[config.mk]
export PLATFORM = sky130hd
export DESIGN_NAME = hexrec_parser
export DESIGN_NICKNAME = d
export VERILOG_FILES = /design/src/rtl/hexrec_parser.sv
export SDC_FILE = /design/constraint.sdc
export NUM_CORES = 1
export LEC_CHECK = 0
export BUFFER_PORTS_ARGS = -buffer_cell sky130_fd_sc_hd__buf_2
export CORE_MARGIN = 2
export CORE_UTILIZATION = 40
export CTS_BUF_LIST = sky130_fd_sc_hd__clkbuf_16
export DETAILED_ROUTE_END_ITERATION = 12
export PLACE_DENSITY = 0.68
export SYNTH_ARGS = -nofsm -noshare
export SYNTH_HDL_FRONTEND = slang
export SYNTH_SLANG_ARGS = --single-unit
[constraint.sdc]
create_clock -name clk -period 4.5 [get_ports clk]
set_input_delay 0.9 -clock clk [delete_from_list [all_inputs] [get_ports clk]]
set_output_delay 0.9 -clock clk [all_outputs]
set_load 0.1 [all_outputs]
[src/rtl/hexrec_parser.sv]
module hexrec_parser #(
  parameter int ADDR_BYTES = 2
) (
  input  logic                    clk,
  input  logic                    rst_n,
  input  logic [7:0]              char_in,
  input  logic                    char_valid,
  output logic [7:0]              byte_out,
  output logic [8*ADDR_BYTES-1:0] addr_out,
  output logic                    byte_valid,
  output logic                    rec_done,
  output logic                    cksum_err,
  output logic                    eof,
  output logic [8*ADDR_BYTES-1:0] start_addr
);
  localparam int AW = 8 * ADDR_BYTES;

  typedef enum logic [2:0] {S_IDLE, S_CNT, S_ADDR, S_TYPE, S_DATA, S_SUM} st_t;
  st_t        st;
  logic       have_hi;
  logic [3:0] hi, nib;
  logic       is_hex;
  logic [7:0] sum, cnt, idx;
  logic [AW-1:0] base;

  always_comb begin
    is_hex = 1'b1;
    nib    = 4'h0;
    if (char_in >= 8'h30 && char_in <= 8'h39)      nib = 4'(char_in - 8'h30);
    else if (char_in >= 8'h41 && char_in <= 8'h46) nib = 4'(char_in - 8'h37);
    else if (char_in >= 8'h61 && char_in <= 8'h66) nib = 4'(char_in - 8'h57);
    else                                           is_hex = 1'b0;
  end

  wire       colon = (char_in == 8'h3A);
  wire [7:0] b     = {hi, nib};
  wire [7:0] sum_n = sum + b;

  always_ff @(posedge clk) begin
    if (!rst_n) begin
      st <= S_IDLE; have_hi <= 1'b0; hi <= '0; sum <= '0; cnt <= '0; idx <= '0;
      base <= '0; byte_out <= '0; addr_out <= '0; start_addr <= '0;
      byte_valid <= 1'b0; rec_done <= 1'b0; cksum_err <= 1'b0; eof <= 1'b0;
    end else begin
      byte_valid <= 1'b0; rec_done <= 1'b0; cksum_err <= 1'b0; eof <= 1'b0;
      if (char_valid) begin
        if (colon) begin
          if (st != S_IDLE) cksum_err <= 1'b1;
          st <= S_CNT; have_hi <= 1'b0; sum <= '0;
        end else if (st != S_IDLE) begin
          if (!is_hex) begin
            cksum_err <= 1'b1;
            st <= S_IDLE;
          end else if (!have_hi) begin
            hi <= nib; have_hi <= 1'b1;
          end else begin
            have_hi <= 1'b0;
            sum <= sum_n;
            case (st)
              S_CNT: begin cnt <= b; idx <= '0; st <= S_ADDR; end
              S_ADDR: begin
                base <= (base << 8) | AW'(b);
                if (idx == 8'(ADDR_BYTES - 1)) begin idx <= '0; st <= S_TYPE; end
                else idx <= idx + 8'd1;
              end
              S_TYPE: begin idx <= '0; st <= (cnt == 8'd0) ? S_SUM : S_DATA; end
              S_DATA: begin
                byte_out <= b; addr_out <= base + AW'(idx); byte_valid <= 1'b1;
                idx <= idx + 8'd1;
                if (idx == cnt - 8'd1) st <= S_SUM;
              end
              S_SUM: begin
                st <= S_IDLE;
                if (sum_n == 8'd0) begin
                  rec_done <= 1'b1;
                  if (cnt == 8'd0) begin eof <= 1'b1; start_addr <= base; end
                end else cksum_err <= 1'b1;
              end
              default: st <= S_IDLE;
            endcase
          end
        end
      end
    end
  end

  p_outcome_excl_r5: assert property (@(posedge clk) disable iff (!rst_n) !(rec_done && cksum_err));
  p_eof_good_r6: assert property (@(posedge clk) disable iff (!rst_n) eof |-> rec_done);
  p_byte_not_done_r3: assert property (@(posedge clk) disable iff (!rst_n) !(byte_valid && rec_done));
  p_idle_beat_r12: assert property (@(posedge clk) disable iff (!rst_n)
    !char_valid |=> !(byte_valid || rec_done || cksum_err || eof));
  p_start_hold_r6: assert property (@(posedge clk) disable iff (!rst_n)
    !eof |=> $stable(start_addr) || eof);
endmodule

### Yosys cells after proc, flatten, opt, wreduce, memory -nomap -nowiden

Cells that the tools add are included.

| cells by class | value |
|---|---|
| $add $sub $neg | 7 |
| multiply operators | 0 |
| div/mod/pow operators | 0 |
| $lt $le $gt $ge | 6 |
| equal/unequal tests | 11 |
| shift operators | 0 |
| muxes and demuxes | 34 |
| bitwise gates (word level) | 9 |
| reductions and logical operators | 24 |

Operator list:

| operator | number |
|---|---|
| 8-bit 2-to-1 mux | 5 |
| 8-bit case mux with 3 select lines | 1 |
| 6-bit AND reduction | 4 |
| 1-bit 2-to-1 mux | 18 |
| 3-bit 2-to-1 mux | 6 |
| 16-bit by 8-bit adder with 16-bit output | 1 |
| 8-bit by 7-bit >= comparator with 1-bit output (second input constant) | 2 |
| 8-bit by 7-bit less-or-equal comparator with 1-bit output (second input constant) | 2 |
| 8-bit zero test | 2 |
| 16-bit by 8-bit bitwise OR with 16-bit output | 1 |
| 4-bit 2-to-1 mux | 3 |
| 3-bit case mux with 4 select lines | 1 |
| 5-bit AND reduction | 2 |
| 8-bit by 1-bit adder with 8-bit output (second input constant) | 1 |
| 8-bit adder | 1 |
| 8-bit by 1-bit equality test with 1-bit output (second input constant) | 1 |
| 8-bit by 6-bit equality test with 1-bit output (second input constant) | 1 |
| 8-bit equality test | 1 |
| 8-bit by 6-bit >= comparator with 1-bit output (second input constant) | 1 |
| 8-bit by 6-bit less-or-equal comparator with 1-bit output (second input constant) | 1 |
| 4-bit inequality test (second input constant) | 2 |
| 1-bit inverter | 8 |
| 8-bit AND reduction | 1 |
| 8-bit OR reduction | 1 |
| 16 further kinds | 24 |

| storage, ports and cells | value |
|---|---|
| bits in registers | 92 |
| latch bits | 0 |
| bits in writable memories | 0 |
| memory bits (read-only) | 0 |
| input bits | 11 |
| output and inout bits | 44 |
| word-level logic and storage cells | 105 |
| memories | 0 |

### Depth between registers and ports, before layout

Gate-level depths: netlist of run 1.

| logic depth | value |
|---|---|
| depth in word-level cells | 13 |
| depth in mapped cells | 18 |
| mapped depth without buffers | 16 |

### Least setup slack after synthesis of run 1

Ideal clock, no wire load.

| path | value |
|---|---|
| kind | input -> register |
| from | in char_in[1] |
| to | reg start_addr[0] |
| setup time | 128 ps |
| arrival time | 3696 ps |
| data required time | 4372 ps |
| path slack | 676 ps |
| cell stages on the path | 16 |
| buffers on the path | 2 |
| path through | inv_1 > ha_1 > nand2b_1 > o211a_1 > nor2_1 > nor2_1 > ha_1 > o21ai_0 > o21a_1 > o21a_1 > a311o_1 > nand4_1 > buf_6 > buf_6 > mux2i_1 > nor2_1 |

| on the way | value |
|---|---|
| cells in the longest elaborated chain, start to end | 8 |
| elaborated cells on any way between the ends | 23 |
| those cells by class | add/sub: 4; order compare: 6; eq/ne: 1; mux: 6; bitwise: 1; reduce/logical: 5 |

Ends and longest elaborated chain:

| element | line | text |
|---|---|---|
| start, declared | 6 | `input logic [7:0] char_in,` |
| 8-bit by 7-bit >= comparator with 1-bit output / 8-bit by 7-bit less-or-equal comparator with 1-bit output (equally long branches) | 31 | `else if (char_in >= 8'h61 && char_in <= 8'h66) nib = 4'(char_in - 8'h57);` |
| 1-bit logical AND | 31 |  |
| 4-bit 2-to-1 mux | 31 |  |
| 4-bit 2-to-1 mux | 30 | `else if (char_in >= 8'h41 && char_in <= 8'h46) nib = 4'(char_in - 8'h37);` |
| 4-bit 2-to-1 mux * | 29 | `if (char_in >= 8'h30 && char_in <= 8'h39) nib = 4'(char_in - 8'h30);` |
| named net nib[3] | 21 | `logic [3:0] hi, nib;` |
| 8-bit adder * | 37 | `wire [7:0] sum_n = sum + b;` |
| 8-bit zero test * | 74 | `if (sum_n == 8'd0) begin` |
| 8-bit AND reduction (no line) * | - |  |
| end signal, assigned | 42 | `base <= '0; byte_out <= '0; addr_out <= '0; start_addr <= '0;` |
| end signal, assigned | 76 | `if (cnt == 8'd0) begin eof <= 1'b1; start_addr <= base; end` |
| end, declared | 14 | `output logic [8*ADDR_BYTES-1:0] start_addr` |

Mark *: on every way through the listed nets, which the timed path passes. The rest lies on a longest branch.
A chain may end at the register's enable or synchronous reset.

### Worst setup path in the final report of run 1

| path | value |
|---|---|
| from | in char_in[0] |
| to | reg start_addr[4] |

Same word-level chain as after synthesis.

==> out/qor.csv, run 1 <==
metric,value,unit
initial antenna violation count,0,
Chip Width,115,um
Layout Cells excl Fill,760,
Placed Cells,744,
"Max FO, Critical Path",17,
first-pass GRT wire length,20100,um
Root Buffer,clkbuf_16,
clock sink count,92,
worst vdd ir,0.226,mV
Cells after Synth,563,
Final Hold Vio Count,0,
DIE AREA,0.0132,mm2
nets,644,
# hold bufs at CTS,0,
maxcap violations,0,
Tmin final,4.05,ns
Ant. Diodes,0,
Crit Path Category,in -> reg,
Gate power share,3.1,%
smallest hold slack,0.448,ns
CP Launch Type,input port,
Slew headroom,33.5,%
crit path cell chain,buf_2 > inv_1 > ha_1 > o21bai_1 > a21oi_2 > nor2b_1 > xnor2_1 > nor2_1 > ha_1 > o21ai_0 > o21a_1 > o211ai_1 > nor4b_2 > nand4_1 > buf_12 > mux2i_1 > nor2_1,
Worst path slowest cell,nor2_1,
1st-iter DRT viols,242,
Layout fillers,1168,
busiest grt layer,met2,
crit-path leading delay family,simple AND/OR/NAND/NOR gates,
share of cells above drive strength 1,16.3,%
routed vias/inst,5.43,
hold crit path type,reg -> reg,
H-tree depth,3,
Leak Pwr,2.33,nW
run status,"finished, final reports clean",
clk_lat worst skew,0.34,ns
Initial Util,40.8,%
clock buffers created by TritonCTS,9,
grt ovf,0,
top-level I/O count,55,
antenna violation net count after detailed routing,0,
Mean Syn Cell Area,8.71,um2
Cell Pwr Density,295,mW/mm2
Multi-input gate area,0.00286,mm2
# DRC,0,
Reg power frac,49.7,%
Mapped Area,0.00490,mm2
die height,115,um
Max Slew Vio Count,0,
number of synthesized flops with an enable pin,0,
FF+latch area,0.00184,mm2
Clock power frac,47.2,%
"Setup Fix Bufs, Post-CTS",0,
period utilization,90.0,%
Worst Setup End Kind,register,
Clock Skew,0.0110,ns
P_sw,374,uW
async set-reset flop share out of synthesis,0,%
Synth Register Bits,92,
core region area,0.0120,mm2
Detailed Place HPWL,8710,um
worst stage delay on the critical path,0.39,ns
Global Route Usage Sum,19.3,%
"Arr. time, crit path",4.25,ns
post-synth cell types,63,
Final GP Congestion,0.921,
RSZ-0062 raised after global routing,false,
FP Rows,40,
achievable frequency,247,MHz
prevailing post-synth register cell,dfxtp_1,
via count,4125,
sequential fraction of the synthesis area,37.6,%
Area Growth Syn to Fin,13.3,%
Least-Margin Pin Slew,0.990,ns
Worst-path clk slew,0.07,ns
YS warnings,0,
largest net degree at the start of global routing,46,
final setup vio count,0,
internal power,1.26,mW
TritonCTS clock tree,done,
required time worst endpoint,4.70,ns
vias in the first global route,4030,
Pre-Repair DR Iteration Count,4,
GR Util met2,31.6,%
met1 Use GR,25.5,%
switching share of power,22.8,%
Synth Net Count,599,
clk buf depth,2,
Crit path buffers/inverters,3,
CTS resizes,0,
IO Port Bufs,54,
final WL,12200,um
DR WL/cell,16.0,um
met3 usage,3.23,%
setup TNS,0,ns
==> power groups by stage <==
stage	sequential (mW)	clock [mW]	combinational [mW]
final	0.814	0.773	0.0514
after global routing	0.813	0.817	0.0562
after CTS	0.814	0.779	0.0515
after detailed placement	0.833	0	0.0514
after global placement	0.833	0	0.0498
after floorplan	0.833	0	0.0329
==> final cells by class <==
type,instances,area share [%]
multi-input combinational,432,51.5
sequential,92,33.2
timing repair buffer,59,5.77
clock buffer,9,4.05
tap,147,3.31
clock inverter,7,1.31
inverter,14,0.946
==> stage by stage <==
stage / util [%] / power (mW) / setup slack [ns] / area (um2)
floorplan: - / 0.866 / 0.676 / 4900
global placement: 43.8 / 0.882 / 0.322 / 5260
detailed placement: 43.8 / 0.884 / 0.169 / 5260
CTS: 46.3 / 1.64 / 0.522 / 5560
global route: 46.3 / 1.69 / 0.159 / 5560
finish: 46.3 / 1.64 / 0.448 / 5560
==> path summary, 6_finish.rpt <==
path,to,depth (start not counted),start,slack (ns)
max reg2reg,addr_out[9]$_SDFFE_PN0P_,8,base[1]$_SDFFE_PN0P_,1.86
max,start_addr[4]$_SDFFE_PN0P_,17,char_in[0],0.45
min,byte_out[5]$_SDFFE_PN0P_,2,byte_out[5]$_SDFFE_PN0P_,0.45
min reg2reg,byte_out[5]$_SDFFE_PN0P_,2,byte_out[5]$_SDFFE_PN0P_,0.45
==> worst min-delay path: stages, from the launching register on <==
cell and delay, ns:
dfxtp_1 0.31, nand2_1 0.05, a21oi_1 0.05
==> flip-flops by register name (all words and copies together), names as in the netlist <==
name and cells:
base 16, hi 4, byte_out 8, idx 8, byte_valid 1, st 3, cksum_err 1, eof 1
cnt 8, have_hi 1, addr_out 16, rec_done 1, sum 8, start_addr 16
==> cell usage in the layout, fill, tap and decap left out, drive strengths merged, types with 3 or more instances in the layout <==
master / count
clkinv: 3
nand2: 71
nor4: 7
nand3: 11
o21a: 4
o21ai: 20
and3: 7
nor4b: 3
nor2: 79
dfxtp: 92
buf: 59
nor3: 18
a21oi: 52
or3: 7
mux2i: 28
nand4: 7
inv: 17
ha: 23
nand2b: 4
a211oi: 8
xor2: 18
nand3b: 3
nor2b: 6
xnor2: 18
clkbuf: 9
==> cell usage after synthesis, types with 9 or more instances <==
master    instances  area share, %
dfxtp_1          92             38
nor2_1           79            6.0
nand2_1          70            5.4
a21oi_1          41            4.2
mux2i_1          28            5.7
ha_1             23            5.9
o21ai_0          18            1.8
xnor2_1          18            3.2
xor2_1           18            3.2
nor3_1           14            1.4
inv_1            13            1.0
a21oi_2          11            2.0
nand3_1          11            1.1
buf_2             9           0.92
clkbuf_1          9           0.69
==> logic make-up (layout without fill, tap and decap cells) <==
family | Yosys count | in the layout | share of synthesized area, %
AND/OR/NAND/NOR | 232 | 232 | 24.1
AO/OA/AOI/OAI | 111 | 111 | 15.4
flip-flops | 92 | 92 | 37.6
buffers and inverters | 39 | 89 | 4.13
XOR/XNOR | 36 | 36 | 6.43
multiplexers | 28 | 28 | 5.72
adder cells (fa/ha/maj) | 25 | 25 | 6.69
==> metal layers <==
layer,share of wire (%),vias up
met2,48,97
li1,-,2059
met5,0,-
met1,46,1945
met4,2.7,0
met3,3.9,24
No activity file was read; power rests on OpenSTA's default activity.
==> run 2: changes to the inputs <==
REMOVE_ABC_BUFFERS = 1   (was not set)
==> run 2 against run 1 <==
Net effect:
- critical path type unchanged
- largest power group unchanged
- clock skew is 0.0038 ns lower
- wire length shrank 2.3%
- first-iteration DRC count shrank 0.83%
- clock power hardly changed
==> out/qor.csv, run 2 (same netlist as run 1, synthesis figures left out) <==
metric,value,unit
power consumption,1.63,mW
Crit. Startpoint,char_in[1],
Worst R2R End,addr_out[15]$_SDFFE_PN0P_,
clk buf depth,2,
Chip Width,115,um
CTS resizes,0,
dpl ws,0.0918,ns
Clock Skew,0.00724,ns
Least-Margin Pin Slew,1.03,ns
Worst R2R Path Depth,8,
Global Route Usage Sum,18.0,%
crit-path leading delay family,simple AND/OR/NAND/NOR gates,
Ant. Diodes,0,
Cell Pwr Density,295,mW/mm2
Crit Path Category,in -> reg,
run status,"finished, final reports clean",
crit path cell chain,buf_2 > inv_1 > ha_1 > nand2b_1 > o211a_1 > nor2_1 > nor2_1 > ha_1 > o21ai_0 > o21a_1 > o211ai_1 > nor4b_2 > nand4_1 > buf_12 > mux2i_1 > nor2_1,
Worst Setup End Kind,register,
H-tree depth,3,
hold crit path type,reg -> reg,
CP Launch Type,input port,
grt ovf,0,
Worst path slowest cell,ha_1,
"Max FO, Critical Path",17,
Worst-path clk slew,0.07,ns
routed vias/inst,5.56,
maxcap violations,0,
final WL,11900,um
# hold bufs at CTS,0,
antenna violation net count after detailed routing,0,
number of cells on the critical path,16,
Area Growth Syn to Fin,13.0,%
Tmin final,4.14,ns
vias in the first global route,3978,
clock buffers created by TritonCTS,9,
DIE AREA,0.0132,mm2
"Setup Fix Bufs, Post-CTS",0,
most frequent cells in the layout,"dfxtp_1, nor2_1, nand2_1",
1st-iter DRT viols,240,
critical path endpoint,start_addr[14]$_SDFFE_PN0P_,
"commonest non-fill, non-tap cell in the layout",dfxtp_1,
Max Slew Vio Count,0,
required time worst endpoint,4.70,ns
largest net degree at the start of global routing,54,
via count,4216,
RSZ-0062 raised after global routing,false,
share of cells above drive strength 1,16.0,%
DR WL/cell,15.7,um
period utilization,92.1,%
Slew headroom,31.0,%
IO Port Bufs,54,
"Arr. time, crit path",4.34,ns
Leak Pwr,2.32,nW
first-pass GRT wire length,19000,um
top-level I/O count,55,
nets,642,
"most used cell, CP",nor2_1,
FP Rows,40,
achievable frequency,241,MHz
Crit path buffers/inverters,3,
initial antenna violation count,0,
Pre-Repair DR Iteration Count,5,
clk_lat worst skew,0.34,ns
Root Buffer,clkbuf_16,
final setup vio count,0,
# DRC,0,
biggest regs,"addr_out x16, base x16, start_addr x16",
smallest setup slack after layout,0.357,ns
Final GP Congestion,0.948,
worst vdd ir,0.166,mV
clock sink count,92,
worst reg-to-reg setup slack,1.80,ns
Initial Util,40.8,%
Detailed Place HPWL,8560,um
setup TNS,0,ns
TritonCTS clock tree,done,
Final Hold Vio Count,0,
die height,115,um
worst stage delay on the critical path,0.39,ns
core region area,0.0120,mm2
Reg-to-Reg Start,idx[1]$_SDFFE_PN0P_,
==> run 2: cell types whose count changed in the layout (fill, tap and decap cells not counted) <==
cell / before / now
clkinv_2: 2 / 1
clkinv_4: 0 / 1
inv_8: 1 / 0
buf_4: 4 / 2
clkinvlp_4: 0 / 1
==> run 2: layer usage <==
metal | part of all wire (%) | vias to the layer above | global-route usage [%] | routed length [um]
li1 | - | 2059 | - | -
met1 | 45 | 2002 | 22.6 | 5320
met2 | 47 | 133 | 30.8 | 5640
met3 | 5.8 | 22 | 3.39 | 691
met4 | 2.2 | 0 | 6.91 | 257
met5 | 0 | - | 0 | 0
==> run 2: final cells by class <==
type | count | area, um2
Sequential cell | 92 | 1840
Tap cell | 147 | 184
Fill cell | 1182 | 6470
Clock buffer | 9 | 225
Inverter | 14 | 52.6
Timing Repair Buffer | 57 | 305
Clock inverter | 7 | 72.6
Multi-Input combinational cell | 432 | 2860
==> run 2: metrics by stage <==
step	instance area, um2	hold WS (ns)	utilization (%)	std cells
final	5540	0.452	46.1	758
after global routing	5540	0.464	46.1	758
after CTS	5540	0.454	46.1	758
after detailed placement	5240	0.445	43.6	742
after global placement	5240	0.437	43.6	742
after floorplan	4750	0.436	-	538
==> run 2: worst min path at each step <==
| stage | from | cells after the start | slack [ns] | to |
|---|---|---|---|---|
| 6_report | byte_out[6]$_SDFFE_PN0P_ | 2 | 0.45 | byte_out[6]$_SDFFE_PN0P_ |
| 5_1_grt | byte_out[4]$_SDFFE_PN0P_ | 2 | 0.46 | byte_out[4]$_SDFFE_PN0P_ |
| 4_1_cts | byte_out[6]$_SDFFE_PN0P_ | 2 | 0.45 | byte_out[6]$_SDFFE_PN0P_ |
| 3_5_place_dp | addr_out[7]$_SDFFE_PN0P_ | 2 | 0.44 | addr_out[7]$_SDFFE_PN0P_ |
| 3_3_place_gp | addr_out[4]$_SDFFE_PN0P_ | 2 | 0.44 | addr_out[4]$_SDFFE_PN0P_ |
| 2_1_floorplan | sum[6]$_SDFFE_PN0P_ | 2 | 0.44 | sum[6]$_SDFFE_PN0P_ |
==> run 2: worst register-to-register path: stages (launching register included) <==
cell and delay [ns]:
dfxtp_1 0.52, ha_1 0.30, a21o_1 0.18, a21oi_1 0.26, o21ai_0 0.17, a221oi_1 0.64
nor3b_1 0.16, xnor2_1 0.17, a211oi_1 0.22
==> run 2: where the power goes <==
| group | total (mW) | switching [mW] | internal (mW) | leakage (nW) |
|---|---|---|---|---|
| registers | 0.814 | 0.000202 | 0.814 | 0.741 |
| logic | 0.0500 | 0.0354 | 0.0145 | 1.43 |
| clock network | 0.770 | 0.337 | 0.433 | 0.144 |
==> run 3: changes to the inputs <==
GPL_ROUTABILITY_DRIVEN = 0   (was not set)
clock period = 4.6 ns   (was 4.5 ns; I/O delays follow)
==> run 3 against run 2 <==
Net effect:
- via count fell by 0.55%
- register-to-register slack improved by 0.09 ns
- die area stayed put
- largest cell class unchanged
- largest power group unchanged
- clock power shrank 8.8%
==> out/qor.csv, run 3 (same netlist as run 1, synthesis figures left out) <==
metric,value,unit
die height,115,um
"Arr. time, crit path",4.26,ns
Layout fillers,1168,
Least-Margin Pin Slew,1.10,ns
required time worst endpoint,4.80,ns
crit path cell chain,buf_2 > inv_1 > ha_1 > nand2b_1 > o211a_1 > nor2_1 > nor2_1 > ha_1 > a211oi_1 > o21a_1 > nor2_1 > a311o_1 > nand4_1 > buf_12 > mux2i_1 > nor2_1,
grt ovf,0,
Layout Cells excl Fill,757,
# hold bufs at CTS,0,
"most used cell, CP",nor2_1,
final WL,12000,um
IO Port Bufs,54,
Cell Pwr Density,281,mW/mm2
clock buffers created by TritonCTS,9,
TritonCTS clock tree,done,
run status,"finished, final reports clean",
Final Hold Vio Count,0,
Crit Path Category,in -> reg,
achievable frequency,246,MHz
most frequent cells in the layout,"dfxtp_1, nor2_1, nand2_1",
worst vdd ir,0.152,mV
maxcap violations,0,
# DRC,0,
FP Rows,40,
Chip Width,115,um
Crit path buffers/inverters,3,
Ant. Diodes,0,
Worst-path clk slew,0.07,ns
nets,642,
period utilization,88.3,%
worst stage delay on the critical path,0.40,ns
Max Slew Vio Count,0,
biggest regs,"addr_out x16, base x16, start_addr x16",
"commonest non-fill, non-tap cell in the layout",dfxtp_1,
Placed Cells,742,
1st-iter DRT viols,277,
vias in the first global route,4040,
crit-path leading delay family,compound AO/OA/AOI/OAI gates,
DR WL/cell,15.8,um
Root Buffer,clkbuf_16,
DIE AREA,0.0132,mm2
Detailed Place HPWL,8710,um
Initial Util,40.8,%
"Setup Fix Bufs, Post-CTS",0,
clock sink count,92,
Slew headroom,26.5,%
largest net degree at the start of global routing,56,
share of cells above drive strength 1,15.9,%
top-level I/O count,55,
Tmin final,4.06,ns
Pre-Repair DR Iteration Count,5,
routed vias/inst,5.54,
Worst Setup End Kind,register,
clk_lat worst skew,0.35,ns
Area Growth Syn to Fin,12.5,%
via count,4193,
RSZ-0062 raised after global routing,false,
"Max FO, Critical Path",17,
initial antenna violation count,0,
Global Route Usage Sum,19.1,%
clk buf depth,2,
CP Launch Type,input port,
hold crit path type,reg -> reg,
antenna violation net count after detailed routing,0,
CTS resizes,0,
H-tree depth,3,
setup TNS,0,ns
Worst path slowest cell,a311o_1,
Leak Pwr,2.30,nW
core region area,0.0120,mm2
first-pass GRT wire length,20000,um
Clock Skew,0.00553,ns
final setup vio count,0,
smallest hold slack,0.451,ns
## run 3: worst paths after layout
kind	slack [ns]	start	cells after the start	to
max	0.54	char_in[1]	16	start_addr[13]$_SDFFE_PN0P_
max reg2reg	1.89	idx[1]$_SDFFE_PN0P_	8	addr_out[15]$_SDFFE_PN0P_
min reg2reg	0.45	byte_out[2]$_SDFFE_PN0P_	2	byte_out[2]$_SDFFE_PN0P_
min	0.45	byte_out[2]$_SDFFE_PN0P_	2	byte_out[2]$_SDFFE_PN0P_
## run 3: through the flow
step           cell area, um2  total power, mW  setup slack, ns  utilization, %
6_report                 5510             1.55            0.539            45.9
4_1_cts                  5510             1.55            0.574            45.9
3_5_place_dp             5240            0.863            0.242            43.6
5_1_grt                  5510             1.59            0.294            45.9
2_1_floorplan            4750            0.843            0.220               -
3_3_place_gp             5240            0.861            0.406            43.6
## run 3: worst min-delay path, delay by kind of cell (launching register included)
| family | cells | cell delay [ns] |
|---|---|---|
| simple gates | 1 | 0.05 |
| flops | 1 | 0.31 |
| compound gates | 1 | 0.05 |
## run 3: final cells by class
class / instances / area (um2) / area share, %
clock buffers: 9 / 225 / 4.08
clock inverters: 6 / 46.3 / 0.840
inverters: 14 / 52.6 / 0.953
multi-input cells: 432 / 2860 / 51.8
flip-flops and latches: 92 / 1840 / 33.4
well taps: 147 / 184 / 3.34
repair buffers: 57 / 305 / 5.54
## run 3: where the power goes
part           internal, mW  switching [mW]  total [mW]
combinational        0.0142          0.0341      0.0483
clock                 0.368           0.334       0.702
sequential            0.796        0.000201       0.796
total                  1.18           0.368        1.55
## run 3: routing by layer
layer	up-vias	global-route usage, %	wire, um
met1	2001	25.1	5420
met4	0	7.63	233
met2	111	31.9	5770
li1	2062	-	-
met3	19	2.54	543
met5	-	0	0
